<file path="config.mk">
export PLATFORM = sky130hd
export DESIGN_NAME = mmu_ctl_regs
export DESIGN_NICKNAME = d
export VERILOG_FILES = /design/src/rtl/mmu_ctl_pkg.sv /design/src/rtl/mmu_mode_ctl.sv /design/src/rtl/mmu_fault_log.sv /design/src/rtl/mmu_flush_gen.sv /design/src/rtl/mmu_ctl_regs.sv
export SDC_FILE = /design/constraint.sdc
export NUM_CORES = 1
export LEC_CHECK = 0
export ABC_CLOCK_PERIOD_IN_PS = 2830
export BUFFER_PORTS_ARGS = -buffer_cell sky130_fd_sc_hd__buf_2
export CORE_MARGIN = 5
export CORE_UTILIZATION = 55
export DETAILED_ROUTE_END_ITERATION = 8
export PLACE_DENSITY = 0.77
export REMOVE_ABC_BUFFERS = 1
export SKIP_LAST_GASP = 1
export SLEW_MARGIN = 20
export SYNTH_ARGS = -nofsm -noshare
export SYNTH_HDL_FRONTEND = slang
export SYNTH_SLANG_ARGS = --single-unit
</file>
<file path="constraint.sdc">
create_clock -name clk -period 2.83 [get_ports clk]
set_input_delay 0.283 -clock clk [delete_from_list [all_inputs] [get_ports clk]]
set_output_delay 0.283 -clock clk [all_outputs]
set_load 0.01 [all_outputs]
</file>
<file path="src/rtl/mmu_ctl_pkg.sv">
`timescale 1ns/1ps
// Package: register offsets, control encodings and fault-to-channel routing
// shared by the MMU control register block and its checker.
package mmu_ctl_pkg;

    localparam int OFF_W = 12;

    localparam logic [OFF_W-1:0] OFF_CTRL    = 12'h000;
    localparam logic [OFF_W-1:0] OFF_CFG     = 12'h004;
    localparam logic [OFF_W-1:0] OFF_STAT    = 12'h008;
    localparam logic [OFF_W-1:0] OFF_FL_ALL  = 12'h00C;
    localparam logic [OFF_W-1:0] OFF_FL_ONE  = 12'h010;
    localparam logic [OFF_W-1:0] OFF_TBASE   = 12'h014;
    localparam logic [OFF_W-1:0] OFF_ISTAT   = 12'h018;
    localparam logic [OFF_W-1:0] OFF_ICLR    = 12'h01C;
    localparam logic [OFF_W-1:0] OFF_FA_PAGE = 12'h024;
    localparam logic [OFF_W-1:0] OFF_FA_WR   = 12'h028;
    localparam logic [OFF_W-1:0] OFF_FA_RD   = 12'h02C;
    localparam logic [OFF_W-1:0] OFF_FA_SLV  = 12'h030;
    localparam logic [OFF_W-1:0] OFF_VER     = 12'h034;

    localparam int CTRL_W      = 3;
    localparam int CTRL_EN_BIT = 0;
    localparam int CTRL_BK_BIT = 1;

    localparam int NUM_FAULT = 8;
    localparam int FTYPE_W   = $clog2(NUM_FAULT);
    localparam int NUM_CHAN  = 4;

    // Address capture channel a fault type lands in
    typedef enum logic [1:0] {
        CH_PAGE  = 2'd0,
        CH_WRITE = 2'd1,
        CH_READ  = 2'd2,
        CH_SLAVE = 2'd3
    } fault_chan_e;

    // Route a fault type to its address capture channel
    function automatic fault_chan_e chan_of(input logic [FTYPE_W-1:0] t);
        case (t)
            3'd0:                chan_of = CH_PAGE;
            3'd3:                chan_of = CH_SLAVE;
            3'd2, 3'd6, 3'd7:    chan_of = CH_WRITE;
            default:             chan_of = CH_READ;
        endcase
    endfunction

endpackage

</file>
<file path="src/rtl/mmu_mode_ctl.sv">
`timescale 1ns/1ps
// Module: mmu_mode_ctl
// Holds the control word and derives the translate / stall mode. An accepted
// fault forces the block bit. Tracks the drain acknowledge reported as status
// bit 0. Assumes dp_idle is synchronous to clk.
module mmu_mode_ctl
    import mmu_ctl_pkg::*;
(
    input  logic              clk,
    input  logic              rst_n,
    input  logic              ctrl_we,
    input  logic [CTRL_W-1:0] ctrl_wval,
    input  logic              fault_take,
    input  logic              dp_idle,
    output logic [CTRL_W-1:0] ctrl_q,
    output logic              fault_ok,
    output logic              xlate_on,
    output logic              req_stall,
    output logic              blk_ack
);
    logic [CTRL_W-1:0] ctrl_d;

    // Next control word: software write first, fault forces block on top
    always_comb begin
        ctrl_d = ctrl_we ? ctrl_wval : ctrl_q;
        if (fault_take) begin
            ctrl_d[CTRL_BK_BIT] = 1'b1;
        end
    end

    // Control word register
    always_ff @(posedge clk) begin
        if (!rst_n) begin
            ctrl_q <= '0;
        end else begin
            ctrl_q <= ctrl_d;
        end
    end

    // Drain acknowledge: set once stalled and idle, held until unblocked
    always_ff @(posedge clk) begin
        if (!rst_n) begin
            blk_ack <= 1'b0;
        end else begin
            blk_ack <= ctrl_q[CTRL_EN_BIT] & ctrl_q[CTRL_BK_BIT] & (blk_ack | dp_idle);
        end
    end

    assign fault_ok  = ctrl_q[CTRL_EN_BIT];
    assign xlate_on  = ctrl_q[CTRL_EN_BIT] & ~ctrl_q[CTRL_BK_BIT];
    assign req_stall = ctrl_q[CTRL_EN_BIT] &  ctrl_q[CTRL_BK_BIT];

endmodule

</file>
<file path="src/rtl/mmu_fault_log.sv">
`timescale 1ns/1ps
// Module: mmu_fault_log
// Interrupt status with write-one-to-clear, where a set beats a clear in the
// same cycle. Also holds one address capture register per fault channel.
// Assumes at most one fault is reported per cycle.
module mmu_fault_log
    import mmu_ctl_pkg::*;
#(
    parameter int DATA_W = 32
) (
    input  logic                             clk,
    input  logic                             rst_n,
    input  logic                             fault_take,
    input  logic [FTYPE_W-1:0]               fault_type,
    input  logic [DATA_W-1:0]                fault_addr,
    input  logic                             clr_we,
    input  logic [NUM_FAULT-1:0]             clr_bits,
    output logic [NUM_FAULT-1:0]             status,
    output logic [NUM_CHAN-1:0][DATA_W-1:0]  chan_addr
);
    logic [NUM_FAULT-1:0] status_d;
    fault_chan_e          take_chan;

    assign take_chan = chan_of(fault_type);

    // Next status: clear the requested bits, then set the incoming fault bit
    always_comb begin
        status_d = clr_we ? (status & ~clr_bits) : status;
        if (fault_take) begin
            status_d[fault_type] = 1'b1;
        end
    end

    // Interrupt status register
    always_ff @(posedge clk) begin
        if (!rst_n) begin
            status <= '0;
        end else begin
            status <= status_d;
        end
    end

    // One capture register per channel, loaded with the fault address
    for (genvar c = 0; c < NUM_CHAN; c++) begin : g_chan
        always_ff @(posedge clk) begin
            if (!rst_n) begin
                chan_addr[c] <= '0;
            end else if (fault_take && (take_chan == fault_chan_e'(c))) begin
                chan_addr[c] <= fault_addr;
            end
        end
    end

endmodule

</file>
<file path="src/rtl/mmu_flush_gen.sv">
`timescale 1ns/1ps
// Module: mmu_flush_gen
// Turns flush and table-base register writes into registered one-cycle TLB
// invalidate pulses. The single-entry address is page aligned and held
// between requests.
module mmu_flush_gen #(
    parameter int DATA_W    = 32,
    parameter int PAGE_BITS = 12
) (
    input  logic              clk,
    input  logic              rst_n,
    input  logic              all_req,
    input  logic              base_wr,
    input  logic              one_req,
    input  logic [DATA_W-1:0] one_va,
    output logic              flush_all,
    output logic              flush_one,
    output logic [DATA_W-1:0] flush_va
);
    localparam logic [DATA_W-1:0] PAGE_MASK = {{(DATA_W-PAGE_BITS){1'b1}}, {PAGE_BITS{1'b0}}};

    // Pulse registers for full and single-entry invalidation
    always_ff @(posedge clk) begin
        if (!rst_n) begin
            flush_all <= 1'b0;
            flush_one <= 1'b0;
        end else begin
            flush_all <= all_req | base_wr;
            flush_one <= one_req;
        end
    end

    // Page-aligned address of the most recent single-entry request
    always_ff @(posedge clk) begin
        if (!rst_n) begin
            flush_va <= '0;
        end else if (one_req) begin
            flush_va <= one_va & PAGE_MASK;
        end
    end

endmodule

</file>
<file path="src/rtl/mmu_ctl_regs.sv">
`timescale 1ns/1ps
// Module: mmu_ctl_regs
// Register file of a system MMU: decodes the simple register bus and owns
// the configuration and table-base words. Drives the mode, fault-log and
// flush sub-blocks, and returns read data one cycle after the strobe.
// Assumes word-aligned accesses; any other offset reads zero.
module mmu_ctl_regs
    import mmu_ctl_pkg::*;
#(
    parameter int          ADDR_W     = 12,
    parameter int          DATA_W     = 32,
    parameter int          PAGE_BITS  = 12,
    parameter logic [31:0] VERSION_ID = 32'h3000_0001
) (
    input  logic              clk,
    input  logic              rst_n,
    input  logic              reg_wr,
    input  logic              reg_rd,
    input  logic [ADDR_W-1:0] reg_addr,
    input  logic [DATA_W-1:0] reg_wdata,
    output logic [DATA_W-1:0] reg_rdata,
    input  logic              flt_valid,
    input  logic [2:0]        flt_type,
    input  logic [DATA_W-1:0] flt_addr,
    input  logic              dp_idle,
    output logic              irq,
    output logic              xlate_on,
    output logic              req_stall,
    output logic              tlb_flush_all,
    output logic              tlb_flush_one,
    output logic [DATA_W-1:0] tlb_flush_va
);
    localparam logic [DATA_W-1:0] VER_VAL = DATA_W'(VERSION_ID);

    logic                            ctrl_we, cfg_we, tbase_we, iclr_we;
    logic                            fl_all_we, fl_one_we;
    logic [CTRL_W-1:0]               ctrl_q;
    logic                            fault_ok, fault_take, blk_ack;
    logic [NUM_FAULT-1:0]            istat;
    logic [NUM_CHAN-1:0][DATA_W-1:0] fa_regs;
    logic [DATA_W-1:0]               cfg_q, tbase_q, rd_val;

    // Write decode: one strobe per writable offset
    always_comb begin
        ctrl_we   = reg_wr && (reg_addr == ADDR_W'(OFF_CTRL));
        cfg_we    = reg_wr && (reg_addr == ADDR_W'(OFF_CFG));
        tbase_we  = reg_wr && (reg_addr == ADDR_W'(OFF_TBASE));
        iclr_we   = reg_wr && (reg_addr == ADDR_W'(OFF_ICLR));
        fl_all_we = reg_wr && (reg_addr == ADDR_W'(OFF_FL_ALL)) && reg_wdata[0];
        fl_one_we = reg_wr && (reg_addr == ADDR_W'(OFF_FL_ONE)) && reg_wdata[0];
    end

    assign fault_take = flt_valid & fault_ok;

    mmu_mode_ctl u_mode (
        .clk        (clk),
        .rst_n      (rst_n),
        .ctrl_we    (ctrl_we),
        .ctrl_wval  (reg_wdata[CTRL_W-1:0]),
        .fault_take (fault_take),
        .dp_idle    (dp_idle),
        .ctrl_q     (ctrl_q),
        .fault_ok   (fault_ok),
        .xlate_on   (xlate_on),
        .req_stall  (req_stall),
        .blk_ack    (blk_ack)
    );

    mmu_fault_log #(.DATA_W(DATA_W)) u_flog (
        .clk        (clk),
        .rst_n      (rst_n),
        .fault_take (fault_take),
        .fault_type (flt_type),
        .fault_addr (flt_addr),
        .clr_we     (iclr_we),
        .clr_bits   (reg_wdata[NUM_FAULT-1:0]),
        .status     (istat),
        .chan_addr  (fa_regs)
    );

    mmu_flush_gen #(.DATA_W(DATA_W), .PAGE_BITS(PAGE_BITS)) u_flush (
        .clk       (clk),
        .rst_n     (rst_n),
        .all_req   (fl_all_we),
        .base_wr   (tbase_we),
        .one_req   (fl_one_we),
        .one_va    (reg_wdata),
        .flush_all (tlb_flush_all),
        .flush_one (tlb_flush_one),
        .flush_va  (tlb_flush_va)
    );

    // Configuration and table base storage
    always_ff @(posedge clk) begin
        if (!rst_n) begin
            cfg_q   <= '0;
            tbase_q <= '0;
        end else begin
            if (cfg_we)   cfg_q   <= reg_wdata;
            if (tbase_we) tbase_q <= reg_wdata;
        end
    end

    // Read mux over all mapped offsets; everything else reads zero
    always_comb begin
        rd_val = '0;
        case (reg_addr)
            ADDR_W'(OFF_CTRL):    rd_val = DATA_W'(ctrl_q);
            ADDR_W'(OFF_CFG):     rd_val = cfg_q;
            ADDR_W'(OFF_STAT):    rd_val = DATA_W'(blk_ack);
            ADDR_W'(OFF_TBASE):   rd_val = tbase_q;
            ADDR_W'(OFF_ISTAT):   rd_val = DATA_W'(istat);
            ADDR_W'(OFF_FA_PAGE): rd_val = fa_regs[CH_PAGE];
            ADDR_W'(OFF_FA_WR):   rd_val = fa_regs[CH_WRITE];
            ADDR_W'(OFF_FA_RD):   rd_val = fa_regs[CH_READ];
            ADDR_W'(OFF_FA_SLV):  rd_val = fa_regs[CH_SLAVE];
            ADDR_W'(OFF_VER):     rd_val = VER_VAL;
            default:              rd_val = '0;
        endcase
    end

    // Registered read data, held between strobes
    always_ff @(posedge clk) begin
        if (!rst_n) begin
            reg_rdata <= '0;
        end else if (reg_rd) begin
            reg_rdata <= rd_val;
        end
    end

    assign irq = |istat;

endmodule

</file>
==> results.py, run 1 <==
metrics = {
    "run_status": {
        "outcome": "finished clean",
    },
    "logic_synthesis": {
        "synth-seq-cells": 258,
        "async_flop_share": 0,
        "ys_top_cells_by_area": "dfxtp_1 47%, nand2_1 16%, a21oi_1 12%, a22oi_1 2.9%, clkbuf_1 2.5%",
        "yosysMostFrequentCell": "nand2_1",
        "ys.flop_type": "dfxtp_1",
        "yosys.area_share.simple": 0.218,
        "synth.cell_area_um2": 11000,
        "netlist_instances": 1387,
        "synth-edff-count": 0,
        "synth-xor-area-share": 0.000799,
        "synth_top_area_share": 0.471,
        "synth_compound_area_frac": 0.219,
        "ys_types": 62,
        "yosysWarnings": 0,
        "yosys.area.top_type": "dfxtp_1",
        "muxShareOfSynthArea": 0.0398,
        "ys_seq_area_frac": 0.471,
        "synthAdderAreaFrac": 0,
        "synth.avg_cell_area_um2": 7.91,
        "synth_top_family_by_area": "compound AO/OA/AOI/OAI gates",
        "ys_top_cells_by_count": "459 x nand2_1, 258 x dfxtp_1, 253 x a21oi_1",
    },
    "die": {
        "design.die.area_um2": 22900,
        "die_height_um": 151,
        "start_util": 0.562,
        "ios": 154,
        "rows": 51,
        "die_x_um": 151,
        "core_area_um2": 19500,
    },
    "global_routing": {
        "use_met2": 0.475,
        "grt_usage": 0.307,
        "use_met1": 0.425,
        "grt_pass1_wl_um": 55700,
        "antenna_found_initial": 4,
        "grt_max_degree": 250,
        "gr-total-overflow": 0,
        "grt_pass1_vias": 10200,
        "busiest_layer": "met2",
        "grt_use_met3": 0.0563,
    },
    "timing": {
        "worstMarginPinSlew_ns": 1.33,
        "finalSetupViolCount": 0,
        "max_freq_ghz": 0.512,
        "fin_ws_ns": 0.876,
        "slew_viol_final": 0,
        "slew_headroom": 0.110,
        "fin_skew_ns": 0.00989,
        "post-route-period-util": 0.691,
        "fin_crit_ns": 1.95,
        "setup_tns_ns": 0,
        "hold_viol_final": 0,
        "grt_setup_unrepaired": "no",
    },
    "hold_path": {
        "min_path_cells": 3,
        "hold_path_end": "cfg_q[8]$_SDFFE_PN0P_",
        "hp-start": "reg_wdata[8]",
        "worstHoldPathType": "in -> reg",
    },
    "finish": {
        "fin_nets": 1585,
        "area_delta_synth_final_pct": 17.3,
        "fin_util": 0.659,
        "fillers": 1737,
        "final_area_um2": 12900,
        "drive_gt1_frac": 0.179,
    },
    "clocking": {
        "cts.reportedPaths.clkPinSlew_ns": 0.06,
        "insertion_delay_ns": 0.53,
        "cts_tree": "built",
        "ctsResizeCount": 0,
        "clock_tree.root_cell": "clkbuf_16",
        "clock_path_buffers": 3,
        "cts-buffers-inserted": 27,
        "htree_levels": 1,
        "clkSinkCount": 258,
    },
    "place": {
        "dpl.hpwl_um": 22100,
        "routabilityCongestion": 0.965,
        "dpl_cell_area_um2": 12000,
        "portBuffers": 141,
        "post-place-ws_ns": 0.427,
    },
    "setup_path": {
        "r2r-end": "u_flog.chan_addr[45]$_SDFFE_PN0P_",
        "critPathArrivalTime_ns": 2.37,
        "worstPathCellList": "buf_2, or4b_1, buf_4, nor3_1, buf_4, a22oi_1, a311oi_1",
        "path_max_fanout": 12,
        "r2r_cells": 4,
        "cp_slowest_cell": "or4b_1",
        "worstPathRequired_ns": 3.25,
        "cp-end-kind": "flip-flop",
        "startpoint_type": "input pin",
        "r2r_slack_ns": 0.99,
        "worst_path_largest_cell_delay_ns": 0.55,
        "crit_top_cell": "buf_4",
        "critical_path_class": "in -> reg",
        "rr_startpoint": "u_mode.ctrl_q[0]$_SDFFE_PN0P_",
    },
    "route": {
        "drc_errors": 0,
        "vias_per_cell": 6.01,
        "routed_wl_um": 35500,
        "firstDrtPassIters": 7,
        "via_count": 10700,
        "wl_per_cell_um": 19.9,
        "antenna_left": 0,
        "first_iter_violations": 1301,
    },
    "power": {
        "vdd_drop_max_mv": 0.440,
        "finalPower_mw": 7.57,
        "p_leak_nw": 4.50,
        "powerDensity_nw_per_um2": 588,
    },
    "run": {
        "drv_cap": 0,
    },
}
## worst max-delay path by stage
stage	from	cells after the start	slack [ns]	to
CTS	reg_addr[2]	7	0.95	reg_rdata[17]$_SDFFE_PN0P_
global placement	reg_addr[3]	7	0.51	reg_rdata[17]$_SDFFE_PN0P_
detailed placement	reg_addr[2]	7	0.43	reg_rdata[17]$_SDFFE_PN0P_
finish	reg_addr[2]	7	0.88	reg_rdata[17]$_SDFFE_PN0P_
global route	reg_addr[2]	7	0.80	tbase_q[31]$_SDFFE_PN0P_
floorplan	rst_n	5	-1.41	reg_rdata[14]$_SDFFE_PN0P_
## layout by cell type (no fill, tap or decap), drive strengths merged, types with 3 or more instances in the layout
cell type    n
a211oi      12
bufinv       3
nor4b        4
a22o        26
buf        191
nor3        17
a2111oi      3
or4b         4
nand3        8
a31oi        4
a32oi       12
nand4        3
inv          3
nor4         9
dfxtp      258
o2bb2ai      3
a311oi       8
mux2i       20
a22oi       43
mux2        21
nor2        27
and4         3
clkbuf      43
o22ai        5
and3         3
nand2      459
o21ai       16
a21oi      253
or4          4
or3          5
conb        12
nor2b        9
## per-stage QoR
stage,std cells,hold slack (ns)
6_report,1786,0.0115
5_1_grt,1786,0.00649
4_1_cts,1784,0.00255
3_5_place_dp,1735,0.440
3_3_place_gp,1735,0.436
2_1_floorplan,1279,0.402
## final cells by class
| class | instances | area, µm² | share of cell area |
|---|---|---|---|
| Multi-Input combinational cell | 1018 | 5340 | 0.415 |
| Sequential cell | 258 | 5160 | 0.401 |
| Timing Repair Buffer | 192 | 1120 | 0.0867 |
| Clock buffer | 43 | 796 | 0.0618 |
| Tap cell | 265 | 332 | 0.0258 |
| Clock inverter | 5 | 103 | 0.00797 |
| Inverter | 3 | 16.3 | 0.00126 |
| Antenna cell | 2 | 5.00 | 0.000389 |
## routing by layer
metal / vias to the layer above / share of wire
met5: - / 0.00037
met4: 2 / 0.036
met3: 107 / 0.11
met2: 608 / 0.44
met1: 5008 / 0.41
li1: 5001 / -
## registers in the layout (all words and copies together) (netlist names)
register / cells
u_flog.status: 8
u_mode.ctrl_q: 3
u_flush.flush_one: 1
u_flush.flush_all: 1
cfg_q: 32
u_flog.chan_addr: 128
u_mode.blk_ack: 1
tbase_q: 32
reg_rdata: 32
u_flush.flush_va: 20
## cells by family after synthesis
kind of cell,after synthesis
simple gates,565
compound gates,399
flops,258
buf+inv,122
mux,41
xor+xnor,1
other cells,1
## report_power, final
group | total, mW | switching [mW] | internal, mW | leakage [nW]
combinational | 0.330 | 0.240 | 0.0898 | 1.99
clock | 3.60 | 1.42 | 2.19 | 0.434
sequential | 3.63 | 0.0000717 | 3.63 | 2.08
total | 7.57 | 1.66 | 5.91 | 4.50
## worst max-delay path: cells and delay by family
kind                   cells  cell delay [ns]
AOI/OAI and AO/OA          2             0.42
and+or+nand+nor            2             0.88
buffers and inverters      3             0.77
## what timing repair did
action | CTS | global route
hold endpoints to repair | 1 | 0
buffers inserted | 0 | 0
hold buffers | 1 | 0
Power figures use the tool's default switching activity.
==> run 2, diff against run 1 <==
Settings changed: ABC_CLOCK_PERIOD_IN_PS 2830 to 2000.
Clock period 2.83 ns to 2 ns, I/O delays scaled along.
==> run 2 against run 1 <==
Effect of this change: largest power group unchanged; final area is 9.0% higher; via count is 4.6% higher; non-clock buffer count up 119.
==> results.py, run 2 (synthesis gave the netlist of run 1 again) <==
metrics = {
    "setup_path": {
        "worstPathCellList": "dlygate4sd3_1, buf_2, inv_6, nor2_2, buf_4, a22o_1, a2111oi_0, nor3_1",
        "cp-end-kind": "flip-flop",
        "path_max_fanout": 13,
        "r2r-end": "u_flog.chan_addr[92]$_SDFFE_PN0P_",
        "critPathArrivalTime_ns": 2.11,
        "worstPathRequired_ns": 2.39,
        "r2r_cells": 6,
        "startpoint_type": "input pin",
        "critical_path_class": "in -> reg",
        "path_buf_inv": 4,
        "rr_startpoint": "u_mode.ctrl_q[0]$_SDFFE_PN0P_",
        "worst_path_largest_cell_delay_ns": 0.55,
        "critical_path.top_delay_family": "buffers and inverters",
        "cp_slowest_cell": "a2111oi_0",
        "r2r_slack_ns": 0.29,
    },
    "die": {
        "ios": 154,
        "core_area_um2": 19500,
        "die_x_um": 151,
        "rows": 51,
        "die_height_um": 151,
        "start_util": 0.562,
        "design.die.area_um2": 22900,
    },
    "clocking": {
        "clock_path_buffers": 3,
        "htree_levels": 1,
        "insertion_delay_ns": 0.53,
        "cts.reportedPaths.clkPinSlew_ns": 0.06,
        "cts-buffers-inserted": 27,
        "clkSinkCount": 258,
        "cts_tree": "built",
        "clock_tree.root_cell": "clkbuf_16",
    },
    "timing": {
        "worstMarginPinSlew_ns": 0.596,
        "slew_viol_final": 0,
        "hold_viol_final": 0,
        "fin_skew_ns": 0.00787,
        "fin_ws_ns": 0.281,
        "post-route-period-util": 0.860,
        "finalSetupViolCount": 0,
        "fin_crit_ns": 1.72,
        "grt_setup_unrepaired": "no",
        "max_freq_ghz": 0.582,
        "slew_headroom": 0.592,
        "holdWs_ns": 0.0793,
    },
    "route": {
        "first_iter_violations": 1165,
        "wl_per_cell_um": 19.6,
        "vias_per_cell": 5.91,
        "antenna_left": 0,
        "via_count": 11200,
        "drc_errors": 0,
        "firstDrtPassIters": 5,
        "routed_wl_um": 37200,
    },
    "global_routing": {
        "antenna_found_initial": 1,
        "grt_usage": 0.319,
        "grt_max_degree": 98,
        "grt_pass1_wl_um": 57700,
        "gr-total-overflow": 0,
        "grt_pass1_vias": 10900,
    },
    "finish": {
        "mostFrequentLayoutCells": "459 x nand2_1, 258 x dfxtp_1, 253 x a21oi_1",
        "area_delta_synth_final_pct": 27.9,
        "top_register": "u_flog.chan_addr",
        "drive_gt1_frac": 0.199,
        "largest_register_ffs": 128,
        "final_common_cell": "nand2_1",
        "fin_nets": 1704,
    },
    "run_status": {
        "outcome": "finished clean",
    },
    "power": {
        "finalPower_mw": 10.7,
        "p_leak_nw": 5.05,
        "vdd_drop_max_mv": 0.649,
        "powerDensity_nw_per_um2": 764,
    },
    "place": {
        "portBuffers": 141,
        "post-place-ws_ns": -0.206,
        "dpl.hpwl_um": 23500,
        "routabilityCongestion": 0.957,
    },
    "hold_path": {
        "min_path_cells": 3,
        "worstHoldPathType": "in -> reg",
        "hold_path_end": "u_mode.ctrl_q[1]$_SDFFE_PN0P_",
        "hp-start": "flt_valid",
    },
    "run": {
        "drv_cap": 0,
    },
}
[run 2: where the power goes]
group | switching [mW] | internal [mW] | total (mW)
clock | 2.02 | 2.94 | 4.95
combinational | 0.373 | 0.254 | 0.627
sequential | 0.000101 | 5.14 | 5.14
[run 2: layout make-up]
cell class              instances  area (µm²)
multi-input cells            1018        5330
flip-flops and latches        258        5160
diodes                          1        2.50
inverters                       3        16.3
well taps                     265         332
repair buffers                311        2320
fillers                      1551        5500
clock inverters                 5        83.8
clock buffers                  38         777
[run 2: worst max-delay path by stage]
| stage | cells after the start | end | slack (ns) | start |
|---|---|---|---|---|
| after global placement | 8 | reg_rdata[27]$_SDFFE_PN0P_ | -0.13 | reg_addr[9] |
| final | 8 | reg_rdata[30]$_SDFFE_PN0P_ | 0.28 | rst_n |
| after floorplan | 5 | reg_rdata[14]$_SDFFE_PN0P_ | -2.16 | rst_n |
| after detailed placement | 8 | reg_rdata[27]$_SDFFE_PN0P_ | -0.21 | reg_addr[9] |
| after global routing | 8 | reg_rdata[27]$_SDFFE_PN0P_ | 0.19 | reg_addr[9] |
| after CTS | 8 | reg_rdata[27]$_SDFFE_PN0P_ | 0.33 | reg_addr[9] |
[run 2: metal layers]
layer | part of all wire | GRT usage | vias up | routed length (µm)
met5 | 0 | 0 | - | 0
met4 | 0.032 | 0.126 | 0 | 1180
met3 | 0.12 | 0.0634 | 93 | 4490
met2 | 0.46 | 0.509 | 696 | 17000
met1 | 0.39 | 0.426 | 5180 | 14500
li1 | - | - | 5246 | -
[run 2: worst register-to-register path, stage by stage (launching register included)]
cell	delay (ns)
dfxtp_1	0.43
nand2_1	0.17
nor2_1	0.36
o21ai_2	0.09
buf_4	0.31
nand2_1	0.16
a21oi_1	0.07
[run 2: through the flow]
step                cell area (µm²)  cells   util  TNS, ns
finish                        14000   1899  0.719        0
global route                  14000   1899  0.719        0
CTS                           14000   1898  0.718        0
detailed placement            12500   1789  0.641    -4.92
global placement              12500   1789  0.641    -2.53
floorplan                     10500   1279      -  -214.15
[run 2: timing repair]
action,CTS,global route
hold endpoints to repair,214,0
endpoints found under the setup margin,0,0
buffers inserted,0,0
resized for setup,0,0
hold buffers,66,0
==> run 3, diff against run 2 <==
Settings changed: ABC_AREA from default to 1.
==> run 3 against run 2 <==
Effect of this change: synthesized cell count rose by 16%; sequential power about the same; hold slack got worse by 0.072 ns; clock skew increased by 0.0059 ns; critical path type is now reg -> reg; critical endpoint is now u_flog.chan_addr[125]$_SDFFE_PN0P_.
==> results.py, run 3 <==
metrics = {
    "run_status": {
        "outcome": "finished clean",
    },
    "finish": {
        "top_register": "u_flog.chan_addr",
        "fin_nets": 1863,
        "fin_util": 0.674,
        "drive_gt1_frac": 0.149,
        "area_delta_synth_final_pct": 20.8,
        "mostFrequentLayoutCells": "328 x nor2_1, 258 x dfxtp_1, 204 x o21ai_0",
        "antenna_cells": 0,
        "fillers": 1760,
        "final_common_cell": "nor2_1",
        "largest_register_ffs": 128,
    },
    "logic_synthesis": {
        "ys_types": 29,
        "netlist_instances": 1602,
        "yosys.area.top_type": "dfxtp_1",
        "async_flop_share": 0,
        "synth.avg_cell_area_um2": 7.04,
        "synth.cell_area_um2": 11300,
        "ys_top_cells_by_area": "dfxtp_1 46%, nor2_1 11%, o21ai_0 9.0%, nand3_1 6.4%, nand2_1 6.1%",
        "ys.flop_type": "dfxtp_1",
        "synth_top_area_share": 0.458,
        "synth-seq-cells": 258,
        "synth-edff-count": 0,
        "yosysWarnings": 0,
        "ys_top_cells_by_count": "328 x nor2_1, 258 x dfxtp_1, 204 x o21ai_0",
        "yosysMostFrequentCell": "nor2_1",
        "ys_seq_area_frac": 0.458,
    },
    "clocking": {
        "clkSinkCount": 258,
        "clock_path_buffers": 3,
        "cts_tree": "built",
        "clock_tree.root_cell": "clkbuf_16",
        "cts.reportedPaths.clkPinSlew_ns": 0.06,
        "insertion_delay_ns": 0.54,
        "htree_levels": 1,
        "postCtsSetupRepairBufs": 0,
        "cts-buffers-inserted": 26,
    },
    "die": {
        "die_height_um": 153,
        "rows": 52,
        "die_x_um": 153,
        "start_util": 0.558,
        "design.die.area_um2": 23500,
        "ios": 154,
        "core_area_um2": 20200,
    },
    "setup_path": {
        "r2r_slack_ns": 0.24,
        "rr_startpoint": "u_mode.ctrl_q[0]$_SDFFE_PN0P_",
        "worstPathRequired_ns": 2.47,
        "cp-end-kind": "flip-flop",
        "path_max_fanout": 55,
        "r2r-end": "u_flog.chan_addr[125]$_SDFFE_PN0P_",
        "critPathArrivalTime_ns": 2.23,
        "critical_path_class": "reg -> reg",
        "r2r_cells": 7,
        "startpoint_type": "flip-flop",
    },
    "route": {
        "routed_wl_um": 33000,
        "firstDrtPassIters": 5,
        "via_count": 11000,
        "wl_per_cell_um": 16.0,
        "drc_errors": 0,
        "antenna_left": 0,
        "first_iter_violations": 828,
        "vias_per_cell": 5.31,
    },
    "run": {
        "drv_cap": 0,
    },
    "timing": {
        "grt_setup_unrepaired": "no",
        "slew_headroom": 0.583,
        "max_freq_ghz": 0.569,
        "fin_skew_ns": 0.0137,
        "post-route-period-util": 0.878,
        "worstMarginPinSlew_ns": 0.625,
        "setup_tns_ns": 0,
        "finalSetupViolCount": 0,
        "slew_viol_final": 0,
        "hold_viol_final": 0,
        "holdWs_ns": 0.00723,
        "fin_crit_ns": 1.76,
    },
    "power": {
        "powerDensity_nw_per_um2": 766,
        "p_leak_nw": 5.76,
        "vdd_drop_max_mv": 0.816,
    },
    "global_routing": {
        "grt_pass1_wl_um": 53200,
        "grt_usage": 0.271,
        "grt_pass1_vias": 10300,
        "gr-total-overflow": 0,
        "grt_max_degree": 65,
        "antenna_found_initial": 0,
    },
    "hold_path": {
        "hold_path_end": "reg_rdata[6]$_SDFFE_PN0P_",
        "hp-start": "reg_rd",
        "min_path_cells": 3,
        "worstHoldPathType": "in -> reg",
    },
    "place": {
        "routabilityCongestion": 0.913,
        "dpl.hpwl_um": 21100,
        "portBuffers": 141,
    },
}
run 3: final cells by class:
cell class	count	area (µm²)	area share
Sequential cell	258	5160	0.379
Multi-Input combinational cell	1089	4960	0.364
Timing Repair Buffer	247	1760	0.129
Clock buffer	36	759	0.0557
Clock inverter	7	65.1	0.00477
Inverter	156	588	0.0431
Tap cell	270	338	0.0248
run 3: critical path: stages, from the launching register on:
cell,delay [ns]
dfxtp_1,0.38
nand2_1,0.15
nor2_1,0.24
nand2_1,0.14
buf_12,0.20
inv_1,0.35
nor2_1,0.07
nor2_1,0.13
run 3: power by group:
part           internal [mW]  switching (mW)
Sequential              5.14        0.000191
Clock                   2.76            2.02
Combinational          0.209           0.322
Total                   8.10            2.35
run 3: logic make-up (layout without fill, tap and decap cells):
kind of cell / Yosys count / count (layout) / synth area share
simple gates: 691 / 691 / 0.261
compound gates: 386 / 386 / 0.174
flops: 258 / 258 / 0.458
buf+inv: 266 / 446 / 0.107
other cells: 1 / 12 / 0.000332
run 3: per-stage QoR:
stage          worst slack [ns]  total power, mW  cells  instance area, µm²
2_1_floorplan             -1.27             5.40   1503               10700
4_1_cts                   0.246             10.5   2063               13600
3_5_place_dp              0.137             5.67   1954               12100
3_3_place_gp              0.177             5.67   1954               12100
6_report                  0.244             10.4   2063               13600
5_1_grt                  0.0918             10.7   2063               13600
run 3: what timing repair did:
action | CTS | global route
hold buffers | 66 | 0
setup endpoints to repair | 0 | 0
resized for setup | 0 | 0
hold endpoints to repair | 171 | 0
run 3: worst max-delay path by stage:
stage	start	end	slack (ns)
floorplan	u_mode.ctrl_q[0]$_SDFFE_PN0P_	u_flog.chan_addr[42]$_SDFFE_PN0P_	-1.27
global placement	reg_addr[11]	reg_rdata[4]$_SDFFE_PN0P_	0.18
detailed placement	reg_addr[9]	reg_rdata[21]$_SDFFE_PN0P_	0.14
CTS	u_mode.ctrl_q[0]$_SDFFE_PN0P_	u_flog.chan_addr[83]$_SDFFE_PN0P_	0.25
global route	u_mode.ctrl_q[0]$_SDFFE_PN0P_	u_flog.chan_addr[111]$_SDFFE_PN0P_	0.09
finish	u_mode.ctrl_q[0]$_SDFFE_PN0P_	u_flog.chan_addr[125]$_SDFFE_PN0P_	0.24
run 3: routing by layer:
metal,GRT usage,share of wire
met4,0.0963,0.038
met1,0.358,0.42
met2,0.459,0.48
met3,0.0305,0.070
met5,0,0
